<file path="config.mk">
export PLATFORM = sky130hd
export DESIGN_NAME = qdt_lane
export DESIGN_NICKNAME = d
export VERILOG_FILES = /design/src/rtl/qdt_pkg.sv /design/src/rtl/qdt_zconv.sv /design/src/rtl/qdt_lane.sv
export SDC_FILE = /design/constraint.sdc
export NUM_CORES = 1
export LEC_CHECK = 0
export BUFFER_PORTS_ARGS = -buffer_cell sky130_fd_sc_hd__buf_2
export CORE_MARGIN = 1
export CORE_UTILIZATION = 62
export DETAILED_ROUTE_END_ITERATION = 10
export PLACE_DENSITY = 0.91
export SKIP_LAST_GASP = 1
export SLEW_MARGIN = 25
export SYNTH_ARGS = -nofsm -noshare
export SYNTH_HDL_FRONTEND = slang
export SYNTH_SLANG_ARGS = --single-unit
</file>
<file path="constraint.sdc">
create_clock -name vclk -period 12.3
set_clock_uncertainty 0.05 [all_clocks]
set_input_delay 0 -clock vclk [all_inputs]
set_output_delay 0 -clock vclk [all_outputs]
set_load 0.005 [all_outputs]
</file>
<file path="src/rtl/qdt_pkg.sv">
package qdt_pkg;

  typedef enum logic [2:0] {
    ZF_NEVER    = 3'd0,
    ZF_LESS     = 3'd1,
    ZF_EQUAL    = 3'd2,
    ZF_LEQUAL   = 3'd3,
    ZF_GREATER  = 3'd4,
    ZF_NOTEQUAL = 3'd5,
    ZF_GEQUAL   = 3'd6,
    ZF_ALWAYS   = 3'd7
  } zfunc_e;

  typedef struct packed {
    logic cmp;   // raw comparison result reported to the caller
    logic pass;  // decision ANDed into the live mask
  } zres_t;

  // Pick the raw comparison and its polarity for one lane.
  // eq  : frag == stored, fgt : frag > stored, sgt : stored > frag
  function automatic zres_t zresolve(input zfunc_e fn, input logic eq,
                                     input logic fgt, input logic sgt);
    zres_t r;
    unique case (fn)
      ZF_NEVER:    r = '{cmp: 1'b0, pass: 1'b0};
      ZF_ALWAYS:   r = '{cmp: 1'b1, pass: 1'b1};
      ZF_EQUAL:    r = '{cmp: eq,   pass: eq};
      ZF_NOTEQUAL: r = '{cmp: eq,   pass: ~eq};
      ZF_GREATER:  r = '{cmp: fgt,  pass: fgt};
      ZF_LEQUAL:   r = '{cmp: fgt,  pass: ~fgt};
      ZF_LESS:     r = '{cmp: sgt,  pass: sgt};
      ZF_GEQUAL:   r = '{cmp: sgt,  pass: ~sgt};
      default:     r = '{cmp: 1'b0, pass: 1'b0};
    endcase
    return r;
  endfunction

endpackage

</file>
<file path="src/rtl/qdt_zconv.sv">
module qdt_zconv #(
  parameter int FRAC_BITS = 16,
  parameter int DEPTH_W   = 24
) (
  input  logic [FRAC_BITS:0]   frac_i,
  output logic [DEPTH_W-1:0]   z_o
);
  localparam int PW = FRAC_BITS + 1 + DEPTH_W;
  localparam logic [FRAC_BITS:0] UNIT = {1'b1, {FRAC_BITS{1'b0}}};
  localparam logic [DEPTH_W-1:0] ZMAX = '1;

  // Clamp to 1.0, scale by the full depth range, drop the fraction.
  function automatic logic [DEPTH_W-1:0] scale_depth(input logic [FRAC_BITS:0] f);
    logic [FRAC_BITS:0] c;
    logic [PW-1:0]      prod;
    c    = (f > UNIT) ? UNIT : f;
    prod = PW'(c) * PW'(ZMAX);
    return DEPTH_W'(prod >> FRAC_BITS);
  endfunction

  logic clamp_hit;
  logic zero_in;
  assign clamp_hit = (frac_i >= UNIT);
  assign zero_in   = (frac_i == '0);
  assign z_o       = scale_depth(frac_i);

  always_comb begin

    clamp_top_chk: assert (!clamp_hit || z_o == ZMAX);

    zero_floor_chk: assert (!zero_in || z_o == '0);
  end

endmodule

</file>
<file path="src/rtl/qdt_lane.sv">
module qdt_lane
  import qdt_pkg::*;
#(
  parameter int FRAC_BITS = 16,
  parameter int DEPTH_W   = 24,
  parameter int WORD_W    = 32
) (
  input  logic [FRAC_BITS:0]  frag_i,
  input  logic [WORD_W-1:0]   fb_i,
  input  zfunc_e              fn_i,
  input  logic                live_i,
  input  logic                wr_i,
  output logic                cmp_o,
  output logic                live_o,
  output logic [WORD_W-1:0]   word_o
);
  localparam int STEN_W = WORD_W - DEPTH_W;

  logic [DEPTH_W-1:0] frag_z;
  logic [DEPTH_W-1:0] store_z;
  logic [STEN_W-1:0]  sten;
  logic               z_eq, frag_gt, store_gt;
  zres_t              res;
  logic               z_take;
  logic [DEPTH_W-1:0] next_z;

  qdt_zconv #(.FRAC_BITS(FRAC_BITS), .DEPTH_W(DEPTH_W)) u_conv (
    .frac_i (frag_i),
    .z_o    (frag_z)
  );

  assign store_z  = fb_i[DEPTH_W-1:0];
  assign sten     = fb_i[WORD_W-1:DEPTH_W];
  assign z_eq     = (frag_z == store_z);
  assign frag_gt  = (frag_z > store_z);
  assign store_gt = (store_z > frag_z);
  assign res      = zresolve(fn_i, z_eq, frag_gt, store_gt);

  assign cmp_o  = res.cmp;
  assign live_o = live_i & res.pass;
  assign z_take = wr_i & live_o;
  assign next_z = z_take ? frag_z : store_z;
  assign word_o = {sten, next_z};

  always_comb begin

    live_never_rises_chk: assert (live_i || !live_o);

    untouched_word_chk: assert (z_take || word_o == fb_i);

    one_relation_chk: assert ($countones({z_eq, frag_gt, store_gt}) == 1);
  end

endmodule

</file>
After elaboration in Yosys (flattened, before gate mapping)
Cells that the tools add are included.

storage, ports and cells
  register bits after elaboration = 0
  word-level logic and storage cells = 21

cells by class
  bitwise logic cells = 5
  reductions and logical operators = 1
  multiply operators = 1
  equality and inequality tests = 8
  order comparisons = 3
  multiplexer cells = 3

operators by type and width
  kind                      count
  $gt A24 B24 Y1            2
  $mul A17 B24 Y40 const B  1
  $eq A24 B24 Y1            1
  $mux W24                  1
  $gt A17 B17 Y1 const B    1
  $mux W17                  1
  $pmux W2 S8               1
  $eq A3 B3 Y1 const B      4
  $eq A3 B2 Y1 const B      2
  $eq A3 B1 Y1 const B      1
  $logic_not A3 Y1          1
  $not A1 Y1                3
  $and A1 B1 Y1             2

Longest topological paths before layout
  word-level depth = 9
  gate-level depth with buffers = 39
  gate-level depth less buffers = 37

Hierarchy
A second synthesis with hierarchy kept.

second synthesis, totals
  cells, all modules = 731
  area, all modules = 6646.4 um^2

modules (own cells, without submodules)
  module     instances  seq. area each (um^2)  cells an instance  area each (um^2)
  qdt_zconv  1          0.0                    593                5435.2
  qdt_lane   1          0.0                    138                1211.2

Worst setup path before layout
No wires, ideal clock.

  kind = input port to output port
  from = input port frag_i[12]
  to = output port word_o[16]
  stages on the path = 36
  slack = 3668 ps
  data arrival time = 8582 ps
  buffers on the path = 1
  cell sequence = nor4_1 -> nand4_1 -> nand2_1 -> clkbuf_1 -> nand2_1 -> inv_1 -> ha_1 -> inv_1 -> o21ai_0 -> inv_1 -> fa_1 -> fa_1 -> inv_1 -> fa_1 -> inv_1 -> fa_1 -> fa_1 -> inv_1 -> ha_1 -> nand2_1 -> o21ai_0 -> a31oi_4 -> o21a_4 -> o31a_4 -> o21a_1 -> xnor2_1 -> ha_1 -> nand4_1 -> nor2_1 -> nand4_1 -> nor3_4 -> mux2i_1 -> a31o_1 -> a31o_2 -> a2111o_1 -> o211ai_1

between the ends
  word-level cells in the longest chain between the ends = 9
  elaborated cells between the ends (all ways) = 13
  classes of those cells = 1 x mul; 3 x order compare; 1 x eq/ne; 3 x mux; 5 x bitwise

ends and longest elaborated chain
  element                                       line                                         RTL
  start: declaration                            qdt_lane.sv:8                                input logic [FRAC_BITS:0] frag_i,
  $gt A17 B17 Y1                                qdt_zconv.sv:16                              c = (f > UNIT) ? UNIT : f;
  $mux W17 *                                    qdt_zconv.sv:16
  $mul A17 B24 Y40 *                            qdt_zconv.sv:17                              prod = PW'(c) * PW'(ZMAX);
  $gt A24 B24 Y1, or another cell as far along  qdt_lane.sv:36                               assign store_gt = (store_z > frag_z);
  $not A1 Y1, on equally long branches          qdt_pkg.sv:32, qdt_pkg.sv:28, qdt_pkg.sv:30
  $pmux W2 S8                                   qdt_pkg.sv:24                                unique case (fn)
  $and A1 B1 Y1                                 qdt_lane.sv:40                               assign live_o = live_i & res.pass;
  $and A1 B1 Y1                                 qdt_lane.sv:41                               assign z_take = wr_i & live_o;
  $mux W24 *                                    qdt_lane.sv:42                               assign next_z = z_take ? frag_z : store_z;
  end: declaration                              qdt_lane.sv:15                               output logic [WORD_W-1:0] word_o

Every way passes the cells marked *; elsewhere a longest branch is shown, timed or not.

Final worst setup path
Ends and elaborated chain as after synthesis.

==> impl_metrics.json <==
{
  "slowest_delay_ns": 0.63,
  "n_sequential_cell": 0,
  "post_synth_and_or_nand_nor_area_fraction_pct": 8.07,
  "layout-drive-gt1-share_pct": 10.5,
  "grt.met3_usage_pct": 0.881,
  "dpl-instance-area_sq_mm": 0.00669,
  "outcome": "finished, final reports clean",
  "part_of_the_yosys_area_used_for_sequential_elements_pct": 0,
  "io_pins": 88,
  "die_width_um": 103,
  "vias": 5185,
  "drt_drc_violations_left": 0,
  "grt_antenna_before_repair": 0,
  "compound_gate_portion_of_the_synthesized_area_pct": 14.5,
  "final_antenna_net_count": 0,
  "pin_count_of_the_biggest_net_entering_global_routing": 42,
  "finalMaxSlewViolations": 0,
  "synthesis.area_sq_mm": 0.00627,
  "synth.net_count": 1003,
  "gr_layer_usage_met2_pct": 52.6,
  "io_buffers": 72,
  "area_growth_pct": 8.21,
  "placer_s_final_routability_congestion_estimate": 0.912,
  "cp.required_ns": 12.25,
  "grt_util_met1_pct": 33.2,
  "post_drt_wl_per_cell_um": 15.4,
  "die_h_um": 103,
  "layout_filler_cell_count": 723,
  "layout_min_cycle_time_ns": 10.42,
  "initial_core_util_pct": 64.1,
  "max_slew_margin_pct": 52.1,
  "placeableCoreArea_sq_mm": 0.00977,
  "diodes": 0,
  "number_of_distinct_library_cells_after_synthesis": 50,
  "synth-warning-count": 0,
  "end_kind": "output pin",
  "route.detailed.vias_per_inst": 5.72,
  "max-cap-violations": 0,
  "arrival_ns": 10.37,
  "global_route.peak_usage_layer": "met2",
  "fin_util_pct": 69.4,
  "core.rowCount": 36,
  "netlist.top_cell.by_area": "sky130_fd_sc_hd__fa_1",
  "final_total_negative_setup_slack_ns": 0,
  "final_design_area_excluding_fillers_sq_mm": 0.00678,
  "fraction_of_synthesized_cell_area_taken_by_the_top_area_cell_type_pct": 34.2,
  "grtUsageTotal_pct": 27.4,
  "globalRoute.totalOverflow": 0,
  "max_freq_ghz": 0.0959,
  "cts_resized": 0,
  "avgSynthCellArea_sq_um": 8.80,
  "count_of_buffer_and_inverter_cells_on_the_critical_path": 7,
  "yosys.area_share.adder_pct": 60.1,
  "finalWirelength_um": 13900,
  "final-hold-violation-count": 0,
  "grt_setup_unrepaired": "no",
  "cp-start-kind": "input pin",
  "wire_length_of_the_first_global_routing_pass_um": 22800,
  "final.clkbuf_count": 0,
  "xor_xnor_portion_of_the_synthesized_cell_area_pct": 4.19,
  "critical-path-top-delay-family": "adder cells",
  "worstPathMaxFanout": 41,
  "main_combinational_cell_family_by_area_after_synthesis": "adder cells",
  "setup_viol": 0,
  "dp_hpwl_um": 12900,
  "post-route-period-util_pct": 84.7,
  "area_contributors_post_synth": "sky130_fd_sc_hd__fa_1 (34%), sky130_fd_sc_hd__ha_1 (26%), sky130_fd_sc_hd__inv_1 (11%)",
  "die_area_sq_mm": 0.0105,
  "seq_area_sq_um": 0,
  "hold_class": "input pin to output pin",
  "critical-path-slowest-cell": "sky130_fd_sc_hd__fa_1",
  "synthesis.instances": 712,
  "worst-slew-pin-transition_ns": 0.711,
  "path_class": "input pin to output pin",
  "design.final.nets": 1067,
  "post_synth_mux_area_share_pct": 0.160,
  "grt_pass1_vias": 5277,
  "detailedRoute.firstIterationViolations": 199,
  "drtPass1Iterations": 5
}
==> worst min-delay path, cell delays in order <==
cell                      delay, ns
sky130_fd_sc_hd__buf_2         0.09
sky130_fd_sc_hd__nand2_1       0.04
sky130_fd_sc_hd__o21ai_0       0.05
sky130_fd_sc_hd__buf_2         0.11
==> per-stage QoR <==
step	cells	hold slack (ns)	setup WS (ns)
detailed placement	899	-0.0500	1.88
global route	907	0.263	1.40
global placement	899	-0.0500	2.45
floorplan	712	0.0173	3.67
CTS	907	0.243	1.86
finish	907	0.239	1.88
==> synth_stat cells (all sizes together) (2+ instances only) <==
| cell type | n |
|---|---|
| and3 | 6 |
| nand3 | 7 |
| o21ai | 32 |
| clkbuf | 9 |
| nor3 | 4 |
| o21bai | 8 |
| a211o | 2 |
| buf | 9 |
| nand2 | 46 |
| o21a | 7 |
| and2 | 8 |
| a211oi | 3 |
| a31o | 2 |
| a21oi | 32 |
| nand4 | 7 |
| a31oi | 4 |
| o211ai | 10 |
| nor2 | 12 |
| or2 | 2 |
| nor4 | 4 |
| fa | 107 |
| ha | 130 |
| a41o | 2 |
| a2111o | 2 |
| a21o | 17 |
| inv | 189 |
| xor2 | 11 |
| xnor2 | 19 |
| nor2b | 5 |
| o2111ai | 3 |
==> final cells by class <==
type | count | area, sq um | share of cell area [%]
Tap cell | 133 | 166 | 2.45
Timing Repair Buffer | 80 | 440 | 6.50
Inverter | 189 | 709 | 10.5
Multi-Input combinational cell | 505 | 5460 | 80.6
==> timing repair <==
| action | CTS | global route |
|---|---|---|
| hold endpoints to repair | 8 | 0 |
| hold buffers | 8 | 0 |
| buffers inserted | 0 | 0 |
==> cell families (layout without fill, tap and decap cells) <==
logic type                 count (synthesis)  after routing
AOI/OAI and AO/OA                        133            133
muxes                                      1              1
buffers and inverters                    207            269
and+or+nand+nor                          104            104
adders and majority gates                237            237
xor gates and xnor gates                  30             30
==> metal layers <==
metal  part of all wire (%)  up-vias
li1                       -     2426
met1                     38     2516
met2                     54      193
met3                    4.1       50
met4                    3.1        0
met5                      0        -
==> cell usage in the layout, fill, tap and decap left out, types with 4 or more instances in the layout <==
cell,count
sky130_fd_sc_hd__ha_1,130
sky130_fd_sc_hd__dlygate4sd3_1,8
sky130_fd_sc_hd__o21a_1,6
sky130_fd_sc_hd__nor4_1,4
sky130_fd_sc_hd__a21o_1,17
sky130_fd_sc_hd__nor2b_1,5
sky130_fd_sc_hd__o21bai_1,8
sky130_fd_sc_hd__nand2_1,46
sky130_fd_sc_hd__o211ai_1,10
sky130_fd_sc_hd__and2_1,8
sky130_fd_sc_hd__xor2_1,11
sky130_fd_sc_hd__nand3_1,7
sky130_fd_sc_hd__o21ai_0,30
sky130_fd_sc_hd__and3_1,6
sky130_fd_sc_hd__nand4_1,7
sky130_fd_sc_hd__xnor2_1,19
sky130_fd_sc_hd__a21oi_1,32
sky130_fd_sc_hd__buf_2,72
sky130_fd_sc_hd__inv_1,189
sky130_fd_sc_hd__fa_1,107
sky130_fd_sc_hd__nor2_1,12
==> worst paths after layout <==
kind                    from          to  slack [ns]  cells after the start
setup / recovery  frag_i[12]  word_o[16]        1.88                     37
hold / removal      fb_i[17]  word_o[17]        0.24                      4
Power is not shown: default switching activity piles up to over one toggle a cycle in this logic, so the estimate is an artifact.
